File: config.mk
export PLATFORM = sky130hd
export DESIGN_NAME = gpio_port_ctrl
export DESIGN_NICKNAME = d
export VERILOG_FILES = /design/src/rtl/gpio_port_pkg.sv /design/src/rtl/gpio_attr_bank.sv /design/src/rtl/gpio_level_sync.sv /design/src/rtl/gpio_pin_mux.sv /design/src/rtl/gpio_port_ctrl.sv
export SDC_FILE = /design/constraint.sdc
export NUM_CORES = 1
export LEC_CHECK = 0
export BUFFER_PORTS_ARGS = -buffer_cell sky130_fd_sc_hd__buf_2
export CELL_PAD_IN_SITES_DETAIL_PLACEMENT = 1
export CELL_PAD_IN_SITES_GLOBAL_PLACEMENT = 2
export CORE_ASPECT_RATIO = 2
export CORE_MARGIN = 8
export CORE_UTILIZATION = 37
export DETAILED_ROUTE_END_ITERATION = 16
export PLACE_DENSITY_LB_ADDON = 0.1
export SYNTH_ARGS = -nofsm -noshare
export SYNTH_HDL_FRONTEND = slang
export SYNTH_HIERARCHICAL = 1
export SYNTH_SLANG_ARGS = --single-unit
File: constraint.sdc
create_clock -name clk -period 3.4 [get_ports clk]
set_input_delay 0.68 -clock clk [delete_from_list [all_inputs] [get_ports clk]]
set_output_delay 0.68 -clock clk [all_outputs]
set_load 0.05 [all_outputs]
File: src/rtl/gpio_port_pkg.sv
package gpio_port_pkg;
  // attribute numbering; set strobe at 2k, clear strobe at 2k+1
  localparam int A_OWN   = 0;
  localparam int A_OE    = 1;
  localparam int A_DOUT  = 2;
  localparam int A_PU    = 3;
  localparam int A_PD    = 4;
  localparam int A_OD    = 5;
  localparam int A_FEN   = 6;
  localparam int A_FMODE = 7;
  localparam int A_SEL0  = 8;
  localparam int A_SEL1  = 9;
  localparam int NUM_ATTR = 10;

  localparam int ADDR_DIV   = 2 * NUM_ATTR;
  localparam int ADDR_LEVEL = ADDR_DIV + 1;

  localparam int NUM_FUNC = 4;
endpackage

File: src/rtl/gpio_attr_bank.sv
module gpio_attr_bank #(
  parameter int N = 32,
  parameter logic [N-1:0] RST_VAL = '0
) (
  input  logic         clk,
  input  logic         rst,
  input  logic [N-1:0] set_m,
  input  logic [N-1:0] clr_m,
  output logic [N-1:0] q
);
  // clear wins over set on the same bit
  always_ff @(posedge clk) begin
    if (rst) q <= RST_VAL;
    else     q <= (q | set_m) & ~clr_m;
  end
endmodule

File: src/rtl/gpio_level_sync.sv
module gpio_level_sync #(
  parameter int N = 32,
  parameter int STAGES = 2
) (
  input  logic         clk,
  input  logic         rst,
  input  logic [N-1:0] din,
  output logic [N-1:0] dout
);
  logic [N-1:0] chain [STAGES];

  always_ff @(posedge clk) begin
    if (rst) begin
      for (int s = 0; s < STAGES; s++) chain[s] <= '0;
    end else begin
      chain[0] <= din;
      for (int s = 1; s < STAGES; s++) chain[s] <= chain[s-1];
    end
  end

  assign dout = chain[STAGES-1];
endmodule

File: src/rtl/gpio_pin_mux.sv
module gpio_pin_mux
  import gpio_port_pkg::*;
#(
  parameter int N = 32
) (
  input  logic                clk,
  input  logic                rst,
  input  logic [N-1:0]        own,
  input  logic [N-1:0]        sel0,
  input  logic [N-1:0]        sel1,
  input  logic [N-1:0]        od,
  input  logic [N-1:0]        gpio_oe,
  input  logic [N-1:0]        gpio_out,
  input  logic [NUM_FUNC*N-1:0] per_oe,
  input  logic [NUM_FUNC*N-1:0] per_out,
  output logic [N-1:0]        pad_oe,
  output logic [N-1:0]        pad_out
);
  logic [N-1:0] oe_n;
  logic [N-1:0] out_n;

  for (genvar i = 0; i < N; i++) begin : g_pin
    logic [NUM_FUNC-1:0] f_oe;
    logic [NUM_FUNC-1:0] f_out;
    logic [1:0]          fidx;
    logic                src_oe;
    logic                src_out;

    for (genvar f = 0; f < NUM_FUNC; f++) begin : g_fn
      assign f_oe[f]  = per_oe[f*N + i];
      assign f_out[f] = per_out[f*N + i];
    end

    assign fidx    = {sel1[i], sel0[i]};
    assign src_oe  = own[i] ? gpio_oe[i]  : f_oe[fidx];
    assign src_out = own[i] ? gpio_out[i] : f_out[fidx];
    // open drain: only a low is driven, a high releases the pad
    assign oe_n[i]  = od[i] ? (src_oe & ~src_out) : src_oe;
    assign out_n[i] = od[i] ? 1'b0 : src_out;
  end

  always_ff @(posedge clk) begin
    if (rst) begin
      pad_oe  <= '0;
      pad_out <= '0;
    end else begin
      pad_oe  <= oe_n;
      pad_out <= out_n;
    end
  end
endmodule

File: src/rtl/gpio_port_ctrl.sv
module gpio_port_ctrl
  import gpio_port_pkg::*;
#(
  parameter int N    = 32,
  parameter int AW   = 5,
  parameter int DW   = 32,
  parameter int DIVW = 16
) (
  input  logic                  clk,
  input  logic                  rst,
  input  logic                  wr_en,
  input  logic [AW-1:0]         wr_addr,
  input  logic [DW-1:0]         wr_data,
  input  logic                  rd_en,
  input  logic [AW-1:0]         rd_addr,
  output logic [DW-1:0]         rd_data,
  input  logic [NUM_FUNC*N-1:0] per_oe,
  input  logic [NUM_FUNC*N-1:0] per_out,
  input  logic [N-1:0]          pad_in,
  output logic [N-1:0]          pad_oe,
  output logic [N-1:0]          pad_out,
  output logic [N-1:0]          pad_pu,
  output logic [N-1:0]          pad_pd,
  output logic [N-1:0]          pad_filt_en,
  output logic [N-1:0]          pad_filt_deb,
  output logic [DIVW-1:0]       filt_div
);
  logic [N-1:0] st      [NUM_ATTR];
  logic [N-1:0] set_raw [NUM_ATTR];
  logic [N-1:0] clr_raw [NUM_ATTR];
  logic [N-1:0] set_m   [NUM_ATTR];
  logic [N-1:0] clr_m   [NUM_ATTR];
  logic [N-1:0] level_q;
  logic [DW-1:0] rd_mux;

  // named views of the state, also used by the checker
  logic [N-1:0] own_q, oe_q, pu_q, pd_q, od_q;
  assign own_q = st[A_OWN];
  assign oe_q  = st[A_OE];
  assign pu_q  = st[A_PU];
  assign pd_q  = st[A_PD];
  assign od_q  = st[A_OD];

  // strobe decode
  always_comb begin
    for (int k = 0; k < NUM_ATTR; k++) begin
      set_raw[k] = (wr_en && wr_addr == AW'(2*k))     ? wr_data[N-1:0] : '0;
      clr_raw[k] = (wr_en && wr_addr == AW'(2*k + 1)) ? wr_data[N-1:0] : '0;
    end
  end

  // pull-up and pull-down exclude each other
  always_comb begin
    for (int k = 0; k < NUM_ATTR; k++) begin
      set_m[k] = set_raw[k];
      if (k == A_PU)      clr_m[k] = clr_raw[k] | set_raw[A_PD];
      else if (k == A_PD) clr_m[k] = clr_raw[k] | set_raw[A_PU];
      else                clr_m[k] = clr_raw[k];
    end
  end

  for (genvar k = 0; k < NUM_ATTR; k++) begin : g_attr
    localparam logic [N-1:0] RV = (k == A_OWN || k == A_PU) ? {N{1'b1}} : {N{1'b0}};
    gpio_attr_bank #(.N(N), .RST_VAL(RV)) u_bank (
      .clk   (clk),
      .rst   (rst),
      .set_m (set_m[k]),
      .clr_m (clr_m[k]),
      .q     (st[k])
    );
  end

  // divider
  always_ff @(posedge clk) begin
    if (rst) filt_div <= '0;
    else if (wr_en && wr_addr == AW'(ADDR_DIV)) filt_div <= wr_data[DIVW-1:0];
  end

  // pad attributes, registered
  always_ff @(posedge clk) begin
    if (rst) begin
      pad_pu       <= '1;
      pad_pd       <= '0;
      pad_filt_en  <= '0;
      pad_filt_deb <= '0;
    end else begin
      pad_pu       <= st[A_PU];
      pad_pd       <= st[A_PD];
      pad_filt_en  <= st[A_FEN];
      pad_filt_deb <= st[A_FMODE];
    end
  end

  gpio_pin_mux #(.N(N)) u_mux (
    .clk      (clk),
    .rst      (rst),
    .own      (st[A_OWN]),
    .sel0     (st[A_SEL0]),
    .sel1     (st[A_SEL1]),
    .od       (st[A_OD]),
    .gpio_oe  (st[A_OE]),
    .gpio_out (st[A_DOUT]),
    .per_oe   (per_oe),
    .per_out  (per_out),
    .pad_oe   (pad_oe),
    .pad_out  (pad_out)
  );

  gpio_level_sync #(.N(N), .STAGES(2)) u_sync (
    .clk  (clk),
    .rst  (rst),
    .din  (pad_in),
    .dout (level_q)
  );

  // read path
  always_comb begin
    rd_mux = '0;
    for (int k = 0; k < NUM_ATTR; k++)
      if (rd_addr == AW'(2*k)) rd_mux = DW'(st[k]);
    if (rd_addr == AW'(ADDR_DIV))   rd_mux = DW'(filt_div);
    if (rd_addr == AW'(ADDR_LEVEL)) rd_mux = DW'(level_q);
  end

  always_ff @(posedge clk) begin
    if (rst)        rd_data <= '0;
    else if (rd_en) rd_data <= rd_mux;
  end
endmodule

# Yosys cells after proc, flatten, opt, wreduce, memory -nomap -nowiden
# Memory sizes are Yosys's and may differ from the RTL's.
# Cells that the tools add are included.
[word_totals] ff_bits=560 ramBits=64 input_bits=334 output_inout_bits=240 elab_cells=527 memories=1
[memory_table] memory="u_sync.chain" depth=2 width=32 read_ports=2 rd_clocked_by_memory_dff=0 wr=2 line="gpio_level_sync.sv:10" text="logic [N-1:0] chain [STAGES];"
[classes] n_lt_le_gt_ge=32 n_eq_ne=31 n_mux=261 bitwise=98 n_reduce_logical=55
[ops] cell="two-way mux 32 bit" n=34
[ops] cell="bitwise OR 32 bit" n=12
[ops] cell="AND 32 bit" n=10
[ops] cell="NOT 32 bit" n=10
[ops] cell="two-way mux 1 bit" n=163
[ops] cell="binary-select mux 1 bit (select 2 bit)" n=64
[ops] cell="less-than comparator 2 x 3 -> 1 bit (second input constant)" n=32
[ops] cell="OR reduction 2 bit" n=32
[ops] cell="== test 5 x 4 -> 1 bit (second input constant)" n=12
[ops] cell="== test 5 bit (second input constant)" n=9
[ops] cell="AND 1 bit" n=32
[ops] cell="NOT 1 bit" n=32
[ops] cell="== test 5 x 3 -> 1 bit (second input constant)" n=6
[ops] cell="logical AND 1 bit" n=21
[ops] cell="== test 5 x 2 -> 1 bit (second input constant)" n=3
[ops] cell="zero test 5 bit" n=2
[ops] cell="== test 5 x 1 -> 1 bit (second input constant)" n=1
[ops] cell="bitwise OR 1 bit" n=2

# Logic depth before layout (Yosys ltp)
[logic_depth] depth_word=13 depth_mapped=9 mapped_depth_nobuf=6

# By module
# The synthesis kept the hierarchy.
[modules_own_cells] mod="gpio_port_ctrl" instances=1 cells_per_inst=1824 area_each_um2=13375.3
[modules_own_cells] mod="gpio_attr_bank (g_attr[1].u_bank ...)" instances=8 cells_per_inst=99 area_each_um2=1123.6
[modules_own_cells] mod="gpio_pin_mux" instances=1 cells_per_inst=554 area_each_um2=5241.3
[modules_own_cells] mod="gpio_level_sync" instances=1 cells_per_inst=167 area_each_um2=2158.3
[modules_own_cells] mod="gpio_attr_bank (g_attr[0].u_bank ...)" instances=2 cells_per_inst=99 area_each_um2=1016.0

# Least setup slack after synthesis
# OpenSTA, ideal clock, no wires.
[synth_path] path_type="input port to flip-flop" from="in rd_addr[0]" to="reg rd_data[25]" arrival_time_ps=2066 slack_ps=1220 stages=7 n_path_buf=2 path_cell_list="buf_2 or4b_1 buf_6 or3_1 o221a_2 o2bb2ai_1 nor2_1"
[synth_between] elab_chain_len=13
[synth_rtl] item="from (decl)" line="gpio_port_ctrl.sv:15" text="input logic [AW-1:0] rd_addr,"
[synth_rtl] item="zero test 5 bit" line="gpio_port_ctrl.sv:120" text="if (rd_addr == AW'(2*k)) rd_mux = DW'(st[k]);"
[synth_rtl] item="two-way mux 32 bit (10 in series)" line="gpio_port_ctrl.sv:120"
[synth_rtl] item="two-way mux 32 bit" line="gpio_port_ctrl.sv:121" text="if (rd_addr == AW'(ADDR_DIV)) rd_mux = DW'(filt_div);"
[synth_rtl] item="two-way mux 32 bit (*)" line="gpio_port_ctrl.sv:122" text="if (rd_addr == AW'(ADDR_LEVEL)) rd_mux = DW'(level_q);"
[synth_rtl] item="to (signal assigned)" line="gpio_port_ctrl.sv:127" text="else if (rd_en) rd_data <= rd_mux;"
[synth_rtl] item="to (decl)" line="gpio_port_ctrl.sv:16" text="output logic [DW-1:0] rd_data,"
# Mark *: on every way between the ends. The rest lies on a longest branch, timed or not.
# A chain may end at the register's enable or synchronous reset.

# Final worst setup path
[layout_path] from="in rd_addr[2]" to="reg rd_data[27]"
# The elaborated chain is that of the path after synthesis.

==> qor.yml <==
cap_violations: 0
place_ws_ns: 0.388
worstSetupPathDepth: 7
worstSetupStartpointType: "primary input"
p_leak_nw: 15.7
dr_total_vias: 28600
hold_viol_final: 0
critPathTopFamily: "simple AND/OR/NAND/NOR gates"
power_density_nw_per_um2: 435
min_path_type: "primary input to register"
relSlewSlack_pct: 30.4
peakVddDrop_v: 0.000379
crit_buf_inv: 2
tns_ns: 0
h-tree-depth: 2
critPathMaxFanout: 18
drtPass1Iterations: 8
reg2reg_to: "rd_data[13]"
dr_wl_met2_um: 72500
worst-slew-pin-transition_ns: 1.04
cts_tree: "built"
grt_pass1_vias: 29600
overflow: 0
synth_area_um2: 31800
top_layer: "met5"
ctsResizeCount: 0
wl_um: 146000
post_cts_buffers: 0
hold_buffers: 0
rrSetupSlack_ns: 1.47
root_buffer: "clkbuf_16"
clk_latency_ns: 0.67
cts.path.max_buffers: 3
synthArstFlopShare_pct: 0
hp-start: "pad_in[24]"
period_minus_slack_ns: 2.41
numCtsBuffers: 59
hold_depth: 2
max_freq_ghz: 0.415
final_common_cell: "and2_1"
avgSynthCellArea_um2: 8.99
wl_met3_um: 7970
grt_usage_pct: 29.2
crit_type: "primary input to register"
status: "completed"
start_util_pct: 37.2
grt_max_degree: 86
crit-reg2reg-launch: "g_attr[0].u_bank/q[13]"
fill_cells: 10100
place.gp.congestion: 0.938
clk_pin_slew_ns: 0.07
synth_edf_count: 0
reg2reg_depth: 4
ys_types: 81
core-area_um2: 85600
cp.arrival_ns: 2.99
io_buffers: 573
yosysWarnings: 6
finalSetupViolCount: 0
chipWidth_um: 223
cp.required_ns: 3.98
antenna_found_initial: 19
crit_chain: "buf_2 > buf_4 > nor2b_4 > a221oi_1 > nor3_1 > o221ai_1 > a211oi_1"
drive_gt1_share_pct: 30.9
die-area_um2: 96100
netlist_instances: 3535
power.total_w: 0.0164
cp_slowest_stage_delay_ns: 0.59
setup_ws_ns: 0.988
slew_violations: 0
cts.sinks: 624
die_h_um: 431
syn_to_final_growth_pct: 18.4
critPathCaptureType: "register"
ys_ff_latch: 624
synth_flop_cell: "dfxtp_1"
final_cell_mix: "and2_1, dfxtp_1, buf_2, nor2_1, nor3_2"
wl_per_cell_um: 28.5
nets: 4309
drc: 0
skew_ns: 0.0207
rows: 152
drt_iter0_markers: 1740
rsz0062_at_grt: "no"
wl_met1_um: 55700
syn_nets: 3869
crit_path_top_delay_cell: "nor2b_4"
holdPathEnd: "u_sync/chain[0][24]"
finalCritPeriodShare_pct: 70.9
viasPerCell: 5.58
hpwl_um: 109000
io_pins: 574
ys_seq_area_share_pct: 39.3
antenna_left: 0
grt_pass1_wl_um: 208000
==> layout make-up <==
cell class	count	area [µm²]	share of cell area [%]
Antenna cell	13	32.5	0.0864
Clock buffer	76	1680	4.47
Clock inverter	34	415	1.10
Inverter	18	67.6	0.179
Multi-Input combinational cell	2600	17800	47.2
Sequential cell	624	12500	33.2
Tap cell	1078	1350	3.58
Timing Repair Buffer	672	3860	10.3
==> sequential cells by signal, summed over array words and instances (netlist names) <==
name	flops
g_attr.u_bank/q	320
filt_div	16
rd_data	32
u_mux/pad_out	32
pad_filt_deb	32
u_sync/chain	64
pad_pu	32
pad_filt_en	32
u_mux/pad_oe	32
pad_pd	32
==> how the worst max path moves through the flow <==
| stage | from | to |
|---|---|---|
| after floorplan | rd_addr[0] | rd_data[25] |
| final | rd_addr[2] | rd_data[27] |
| after global placement | rd_addr[2] | rd_data[27] |
| after detailed placement | rd_addr[2] | rd_data[27] |
| after global routing | rd_addr[2] | rd_data[18] |
| after CTS | rd_addr[2] | rd_data[27] |
==> through the flow <==
step                      instance area [µm²]  utilization, %  cells  hold WS, ns
after floorplan                         31800               -   3535        0.414
after global placement                  35500            41.5   4992        0.422
after detailed placement                35500            41.5   4992        0.426
after CTS                               37600            44.0   5102        0.196
after global routing                    37600            44.0   5113        0.217
final                                   37700            44.0   5115        0.221
==> worst register-to-register path, delay by kind of cell (launching register included) <==
kind / cells / cell delay (ns)
AO/OA/AOI/OAI: 3 / 0.93
AND/OR/NAND/NOR: 1 / 0.41
flip-flops: 1 / 0.46
==> Yosys cell counts (26+ instances only) <==
cell type | number | area (µm²)
clkbuf_1 | 163 | 612
nand2_1 | 140 | 526
dfxtp_1 | 624 | 12500
or3_1 | 28 | 175
a31oi_1 | 27 | 169
nor3_2 | 217 | 2170
mux2i_1 | 103 | 1030
buf_2 | 40 | 200
buf_6 | 38 | 428
a21oi_1 | 84 | 420
nor2b_2 | 60 | 526
or2_2 | 34 | 213
mux2_2 | 55 | 619
buf_4 | 47 | 353
nor2_1 | 428 | 1610
o21ai_0 | 73 | 365
and2_1 | 650 | 4070
o22ai_1 | 26 | 163
and3_1 | 44 | 275
nor3_1 | 58 | 290
nor2b_1 | 108 | 676
o21bai_1 | 69 | 518
nor4_1 | 26 | 163
==> power breakdown <==
group	switching, W	total (W)	leakage (nW)	internal, W
Combinational	0.000962	0.00147	9.66	0.000507
Sequential	0.000113	0.00752	5.05	0.00741
Clock	0.00326	0.00738	1.01	0.00412
==> routing by layer <==
| metal | up-vias | global-route usage (%) |
|---|---|---|
| li1 | 13000 | - |
| met1 | 14200 | 32.4 |
| met2 | 1040 | 51.8 |
| met3 | 326 | 4.98 |
| met4 | 8 | 17.0 |
| met5 | - | 0 |
==> logic make-up (layout without fill, tap and decap cells) <==
logic type             Yosys count  after routing  share of synthesized area (%)
AO/OA/AOI/OAI                  496            496                           11.1
buffers and inverters          311            800                           5.35
flip-flops                     624            624                           39.3
multiplexers                   179            179                           6.68
other                            0             13                              0
AND/OR/NAND/NOR               1925           1925                           37.6
Note: power is estimated with default switching activity, not from simulation.
